$ cat src/rtl/lbus_dma_pkg.sv
package lbus_dma_pkg;

    typedef enum logic [1:0] {
        BUS_IDLE = 2'd0,
        BUS_XFER = 2'd1,
        BUS_TAIL = 2'd2
    } bus_state_e;

    typedef struct packed {
        bus_state_e st;
        logic       grant;
        logic       err;
    } bus_regs_t;

    typedef struct packed {
        logic armed;
        logic irq;
    } irq_regs_t;

endpackage

$ cat src/rtl/lbus_dma_irq.sv
module lbus_dma_irq #(
    parameter int LVL_W = 12
) (
    input  logic             clk,
    input  logic             rst_n,
    input  logic [LVL_W-1:0] level,
    input  logic [LVL_W-1:0] thresh,
    input  logic             ack,
    input  logic             rearm,
    output logic             irq
);
    import lbus_dma_pkg::*;

    irq_regs_t r_d, r_q;
    logic      hit;

    always_comb begin
        hit = (level >= thresh);
        r_d = r_q;
        if (ack) begin
            r_d.irq = 1'b0;
        end
        if (rearm) begin
            r_d.armed = 1'b1;
        end else if (r_q.armed && hit) begin
            r_d.irq   = 1'b1;
            r_d.armed = 1'b0;
        end
    end

    always_ff @(posedge clk or negedge rst_n) begin
        if (!rst_n) begin
            r_q <= '{armed: 1'b1, irq: 1'b0};
        end else begin
            r_q <= r_d;
        end
    end

    assign irq = r_q.irq;

    // the interrupt only rises when the level had reached the threshold
    a_r2_irq_needs_level: assert property (@(posedge clk) disable iff (!rst_n)
        $rose(irq) |-> $past(level >= thresh));

    // an acknowledge with nothing armed leaves irq low
    a_r3_ack_clears: assert property (@(posedge clk) disable iff (!rst_n)
        (ack && !r_q.armed && !rearm) |=> !irq);

    // a rearm with the level reached fires on the following edge
    a_r10_rearm_fires: assert property (@(posedge clk) disable iff (!rst_n)
        (rearm && !ack) ##1 (hit && !rearm) |=> irq);

endmodule

$ cat src/rtl/lbus_dma_bus.sv
module lbus_dma_bus #(
    parameter int DW = 32
) (
    input  logic          clk,
    input  logic          rst_n,
    input  logic          lhold,
    input  logic          blast,
    input  logic          buf_empty,
    input  logic [DW-1:0] buf_rdata,
    output logic          buf_rd,
    output logic          lholda,
    output logic          lrdy,
    output logic [DW-1:0] ld,
    output logic          err,
    output logic          done
);
    import lbus_dma_pkg::*;

    bus_regs_t r_d, r_q;
    logic      beat;

    always_comb begin
        beat = (r_q.st == BUS_XFER) && !buf_empty;
        r_d  = r_q;
        done = 1'b0;
        if (blast && !r_q.grant) begin
            r_d.err = 1'b1;
        end
        unique case (r_q.st)
            BUS_IDLE: begin
                if (lhold) begin
                    r_d.st    = BUS_XFER;
                    r_d.grant = 1'b1;
                end
            end
            BUS_XFER: begin
                if (beat && blast) begin
                    r_d.st = BUS_TAIL;
                end
            end
            BUS_TAIL: begin
                if (!lhold) begin
                    r_d.st    = BUS_IDLE;
                    r_d.grant = 1'b0;
                    done      = 1'b1;
                end
            end
            default: begin
                r_d.st    = BUS_IDLE;
                r_d.grant = 1'b0;
            end
        endcase
    end

    always_ff @(posedge clk or negedge rst_n) begin
        if (!rst_n) begin
            r_q <= '{st: BUS_IDLE, grant: 1'b0, err: 1'b0};
        end else begin
            r_q <= r_d;
        end
    end

    assign lrdy   = beat;
    assign buf_rd = beat;
    assign ld     = beat ? buf_rdata : '0;
    assign lholda = r_q.grant;
    assign err    = r_q.err;

    // a grant only appears in answer to a request
    a_r4_grant_after_hold: assert property (@(posedge clk) disable iff (!rst_n)
        $rose(lholda) |-> $past(lhold));

    // ready is never shown without a grant
    a_r5_ready_needs_grant: assert property (@(posedge clk) disable iff (!rst_n)
        lrdy |-> lholda);

    // nothing is popped from an empty buffer
    a_r6_no_pop_when_empty: assert property (@(posedge clk) disable iff (!rst_n)
        buf_empty |-> (!buf_rd && !lrdy));

    // the final word ends reading before the grant drops
    a_r7_quiet_after_last: assert property (@(posedge clk) disable iff (!rst_n)
        (lrdy && blast) |=> (!lrdy && !buf_rd && lholda));

    // the grant is released only after the request went away
    a_r8_release_after_drop: assert property (@(posedge clk) disable iff (!rst_n)
        $fell(lholda) |-> $past(!lhold));

    // the error flag is sticky
    a_r9_err_sticky: assert property (@(posedge clk) disable iff (!rst_n)
        !$fell(err));

endmodule

$ cat src/rtl/lbus_dma_target.sv
module lbus_dma_target #(
    parameter int DW    = 32,
    parameter int LVL_W = 12
) (
    input  logic             clk,
    input  logic             rst_n,
    input  logic [LVL_W-1:0] buf_level,
    input  logic [LVL_W-1:0] dma_thresh,
    output logic             irq,
    input  logic             irq_ack,
    input  logic             buf_empty,
    input  logic [DW-1:0]    buf_rdata,
    output logic             buf_rd,
    input  logic             lhold,
    output logic             lholda,
    input  logic             blast,
    output logic             lrdy,
    output logic [DW-1:0]    ld,
    output logic             err
);
    logic dma_done;

    lbus_dma_bus #(.DW(DW)) u_bus (
        .clk       (clk),
        .rst_n     (rst_n),
        .lhold     (lhold),
        .blast     (blast),
        .buf_empty (buf_empty),
        .buf_rdata (buf_rdata),
        .buf_rd    (buf_rd),
        .lholda    (lholda),
        .lrdy      (lrdy),
        .ld        (ld),
        .err       (err),
        .done      (dma_done)
    );

    lbus_dma_irq #(.LVL_W(LVL_W)) u_irq (
        .clk    (clk),
        .rst_n  (rst_n),
        .level  (buf_level),
        .thresh (dma_thresh),
        .ack    (irq_ack),
        .rearm  (dma_done),
        .irq    (irq)
    );

    // outputs are idle while reset is held
    a_r1_reset_idle: assert property (@(posedge clk)
        !rst_n |-> (!irq && !lholda && !lrdy && !buf_rd && !err));

endmodule

$ cat config.mk
export PLATFORM = sky130hd
export DESIGN_NAME = lbus_dma_target
export DESIGN_NICKNAME = d
export VERILOG_FILES = /design/src/rtl/lbus_dma_pkg.sv /design/src/rtl/lbus_dma_irq.sv /design/src/rtl/lbus_dma_bus.sv /design/src/rtl/lbus_dma_target.sv
export SDC_FILE = /design/constraint.sdc
export NUM_CORES = 1
export LEC_CHECK = 0
export ABC_CLOCK_PERIOD_IN_PS = 3200
export CAP_MARGIN = 0
export CORE_MARGIN = 8
export CORE_UTILIZATION = 43
export CTS_BUF_LIST = sky130_fd_sc_hd__clkbuf_8
export DETAILED_ROUTE_END_ITERATION = 16
export DONT_BUFFER_PORTS = 1
export HOLD_SLACK_MARGIN = 0.08
export SLEW_MARGIN = 20
export SYNTH_ARGS = -nofsm -noshare
export SYNTH_HDL_FRONTEND = slang
export SYNTH_SLANG_ARGS = --single-unit
$ cat constraint.sdc
create_clock -name clk -period 3.2 [get_ports clk]
set_input_delay 0.16 -clock clk [delete_from_list [all_inputs] [get_ports clk]]
set_output_delay 0.16 -clock clk [all_outputs]
set_load 0.02 [all_outputs]
; Yosys cells after proc, flatten, opt, wreduce, memory -nomap -nowiden
; Index checks and enable logic that the tools add are counted.
; Widths: inputs -> output; s select.
[op_classes]
n_addsub = 0
n_mul = 0
div = 0
magnitude_cmp = 1
eq_ne = 5
n_shift = 0
n_mux = 12
bitwise = 1
reduce_logical = 10
[ops]
columns = op, count
row1 = $mux 32, 1
row2 = $ge 12x12->1, 1
row3 = $mux 3, 2
row4 = $ne 2x2->1 const B, 3
row5 = $pmux 2 s3, 1
row6 = $reduce_and 3->1, 2
row7 = $mux 1, 5
row8 = $logic_and 1x1->1, 4
row9 = $mux 2, 2
row10 = $pmux 1 s3, 1
row11 = $eq 2x1->1 const B, 1
row12 = $eq 2x2->1 const B, 1
row13 = $logic_not 1->1, 2
row14 = $logic_not 2->1, 1
row15 = $reduce_bool 2->1, 1
row16 = $not 1->1, 1
[word_totals]
regBits = 6
latchBits = 0
ram_bits = 0
mem_bits_ro = 0
inputBits = 62
output_inout_bits = 37
word_cells = 34
memories = 0

; Logic depth before layout (Yosys ltp)
[logic_depth]
depth_word = 5
ltp_mapped = 7
depth_no_buf = 7

; Cells and area by module
; A second synthesis with hierarchy kept.
[hier_totals]
hier_cells = 100
area_unflattened_um2 = 829.5
[by_module_without_submodules]
columns = mod, instances, cells_each, area_each_um2, seq_area_each_um2
row1 = lbus_dma_bus, 1, 51, 444.2, 100.1
row2 = lbus_dma_irq, 1, 49, 385.4, 51.3

; Worst setup path before layout
; Ideal clock, no wire load.
[synth_path]
path_kind = register to output
from = register u_bus.r_q[3] (netlist name)
to = output port ld[19]
t_arrival_ns = 1.155
required_time_ns = 3.040
path_slack_ns = 1.885
path_stages_with_launch = 5
path_buffers = 1
cell_sequence = dfrtp_1 -> inv_1 -> and3_1 -> buf_2 -> and2_1
[synth_between]
elab_chain_len = 3
[synth_lines]
columns = item, line
row1 = start: declaration, lbus_dma_bus.sv:19  ; bus_regs_t r_d, r_q;
row2 = start signal: assignment, lbus_dma_bus.sv:57  ; r_q <= '{st: BUS_IDLE, grant: 1'b0, err: 1'b0};
row3 = start signal: assignment, lbus_dma_bus.sv:59  ; r_q <= r_d;
row4 = $eq 2x1->1, lbus_dma_bus.sv:23  ; beat = (r_q.st == BUS_XFER) && !buf_empty;
row5 = $logic_and 1x1->1, lbus_dma_bus.sv:23
row6 = named net buf_rd, lbus_dma_target.sv:13  ; output logic buf_rd,
row7 = $mux 32, lbus_dma_bus.sv:65  ; assign ld = beat ? buf_rdata : '0;
row8 = end: declaration, lbus_dma_target.sv:18  ; output logic [DW-1:0] ld,
; The timed path passes the listed nets, and every way through them passes these cells.

; Final worst setup path
[layout_path]
from = register u_bus.r_q[3] (netlist name)
to = output port ld[30]
; The elaborated chain is that of the path after synthesis.

==> results.yml <==
status:
  run_status: "complete, no violations"
timing:
  tightest_slew_ns: 0.881
  fmaxAchievable_mhz: 502
  post-route-min-period_ns: 1.99
  worst_clock_skew_ns: 0.00522
  period_share_pct: 62.3
  hold_viol_final: 0
  setup_viol_count_final: 0
  fin_tns_setup_ns: 0
  rsz0062_at_grt: "false"
  slew_headroom_pct: 41.3
  drv_slew: 0
die:
  io_pins: 99
  start_util_pct: 44.7
  rows: 15
  fp.dieW_microns: 57.9
  dieHeight_microns: 57.9
  core_sq_mm: 0.00169
  die-area_sq_mm: 0.00335
global_routing:
  grt_pass1_vias: 709
  grt_antenna_before_repair: 0
  grt_overflow: 0
  track_usage_pct: 13.3
  grt_max_degree: 35
  grt_pass1_wl_microns: 3620
power:
  p_comb_share_pct: 44.8
  p_sw_share_pct: 44.8
  p_int_mw: 0.232
  sequentialPowerShare_pct: 28.3
  clkPwrFrac_pct: 27.0
  p_switching_mw: 0.189
  p_leak_nw: 0.435
  power_density_mw_per_mm2: 496
  ir_worst_vdd_mv: 0.327
synthesis:
  syn_avg_cell_area_sq_um: 7.54
  yosysUniqueCellTypes: 24
  synth_area_sq_um: 754
  synth_nets: 174
  ys_warn_count: 0
  synth_seq_area_share_pct: 20.1
  synthCells: 100
  synth-seq-cells: 6
routing:
  drc: 0
  wire_per_inst_microns: 19.8
  ant_nets: 0
  dr.pass1.iters: 4
  num_vias: 668
  viasPerCell: 5.48
  drt_iter0_markers: 30
  routed_wl_microns: 2410
clock_network:
  clk_latency_ns: 0.22
  cts_setup_buffers: 0
  cts-resized-gates: 0
  clockRootBuffer: "clkbuf_8"
  cts-htree-levels: 1
  numClockSinks: 6
  cts_tree: "yes"
  numCtsBuffers: 3
  clk_pin_slew_ns: 0.04
  clock_path_buffers: 2
placement:
  gp_congestion: 0.672
  placed_cell_area_sq_um: 763
  io_buffer_count: 0
  dp.final_hpwl_microns: 2180
setup_path:
  cpPeakStageDelay_ns: 0.74
  cp_num_buf_inv: 1
  slowest_stage: "and3_1"
  crit_path_start_kind: "register"
  worstPathRequired_ns: 3.04
  crit_chain: "inv_1, and3_1, and2_1"
  end_kind: "output pin"
  arrival_ns: 1.83
  crit_type: "reg2out"
  worst-path-max-fanout: 34
  crit_family: "simple AND/OR/NAND/NOR gates"
layout:
  diodes: 0
  fin_area_sq_um: 848
  nets: 180
  seq_area_sq_um: 151
  area_delta_synth_final_pct: 12.4
  drive_gt1_share_pct: 4.76
  multi_input_area_sq_um: 515
  n_fill_cell: 162
hold_path:
  hold_path.class: "in2reg"
run:
  cap_violations: 0
-- worst reg2reg max path: stages, from the launching register on --
cell and delay, ns:
dfrtp_1 0.41, nand2b_1 0.19, o21ai_0 0.16, o22ai_1 0.10
-- final timing paths --
check / from / endpoint / slack (ns) / cells past startpoint
worst min register to register: u_irq.r_q[1] / u_irq.r_q[1] / 0.48 / 1
min in group asynchronous: rst_n / u_bus.r_q[3] / 0.25 / 1
worst max register to register: u_bus.r_q[2] / u_irq.irq / 2.20 / 3
max in group asynchronous: rst_n / u_irq.r_q[1] / 2.67 / 1
worst max-delay path: u_bus.r_q[3] / ld[30] / 1.21 / 3
worst min-delay path: lhold / u_bus.r_q[3] / 0.13 / 2
-- layer usage --
layer | vias up | share of wire (%) | GRT usage (%)
met2 | 56 | 49 | 24.7
met5 | - | 0 | 0
li1 | 334 | - | -
met1 | 278 | 38 | 13.2
met3 | 0 | 13 | 6.40
met4 | 0 | 0 | 2.10
-- power by group through the flow --
stage          clock, mW  combinational [mW]  sequential, mW
2_1_floorplan          0               0.165           0.116
3_3_place_gp           0               0.182           0.119
3_5_place_dp           0               0.184           0.121
4_1_cts            0.118               0.191           0.120
5_1_grt            0.121               0.207           0.122
6_report           0.114               0.188           0.119
-- layout by cell type, fill, tap and decap left out, drive strengths merged, types with 3 or more instances in the layout --
cell | Yosys | layout
nor2 | 3 | 3
and2 | 32 | 32
dlygate4sd3 | 0 | 4
o21ai | 3 | 3
clkbuf | 2 | 3
a21oi | 6 | 6
dfrtp | 5 | 5
nand4 | 3 | 3
ha | 12 | 12
inv | 18 | 19
-- synthesized netlist by cell type --
cell       instances  area [sq um]
a2111oi_1          1          10.0
a211oi_1           1          7.51
a21o_1             2          15.0
a21oi_1            6          30.0
a311oi_1           1          8.76
and2_1            32           200
and3_1             1          6.26
buf_2              1          5.00
buf_4              1          7.51
clkbuf_1           2          7.51
dfrtp_1            5           125
dfstp_2            1          26.3
ha_1              12           150
inv_1             18          67.6
nand2_1            1          3.75
nand2b_1           1          6.26
nand3_1            1          5.00
nand4_1            3          18.8
nor2_1             3          11.3
nor3_1             1          5.00
o211ai_1           1          7.51
o21ai_0            3          15.0
o22ai_1            1          6.26
o2bb2ai_1          1          8.76
-- layout make-up --
class	count	area share [%]
tap	17	2.51
multi-input combinational	72	60.8
clock buffer	3	4.87
sequential	6	17.8
inverter	18	7.96
clock inverter	1	0.442
timing repair buffer	5	5.60
-- state kept, by name, summed over array words and instances, names as in the netlist --
| register | count |
|---|---|
| u_bus.lholda | 1 |
| u_irq.irq | 1 |
| u_irq.r_q | 1 |
| u_bus.r_q | 2 |
| u_bus.err | 1 |
-- kinds of logic (layout without fill, tap and decap cells) --
logic type / count (synthesis) / after routing / synth area share, %
compound gates: 17 / 17 / 14.4
buf+inv: 22 / 27 / 11.6
simple gates: 43 / 43 / 34.0
flops: 6 / 6 / 20.1
fa+ha+maj: 12 / 12 / 19.9
-- repair_timing --
action | CTS | global route
endpoints found under the hold margin | 10 | 0
hold buffers | 4 | 0
setup endpoints to repair | 0 | 0
-- stage by stage --
stage | total power, mW | worst slack, ns | cells | util, % | hold WS, ns
6_report | 0.421 | 1.21 | 122 | 50.2 | 0.129
5_1_grt | 0.451 | 0.999 | 122 | 50.2 | 0.138
4_1_cts | 0.428 | 1.20 | 122 | 50.2 | 0.123
3_5_place_dp | 0.305 | 1.44 | 114 | 45.2 | -0.135
3_3_place_gp | 0.302 | 1.49 | 114 | 45.2 | -0.135
2_1_floorplan | 0.281 | 1.88 | 100 | - | -0.136
(Power assumes the default switching activity.)
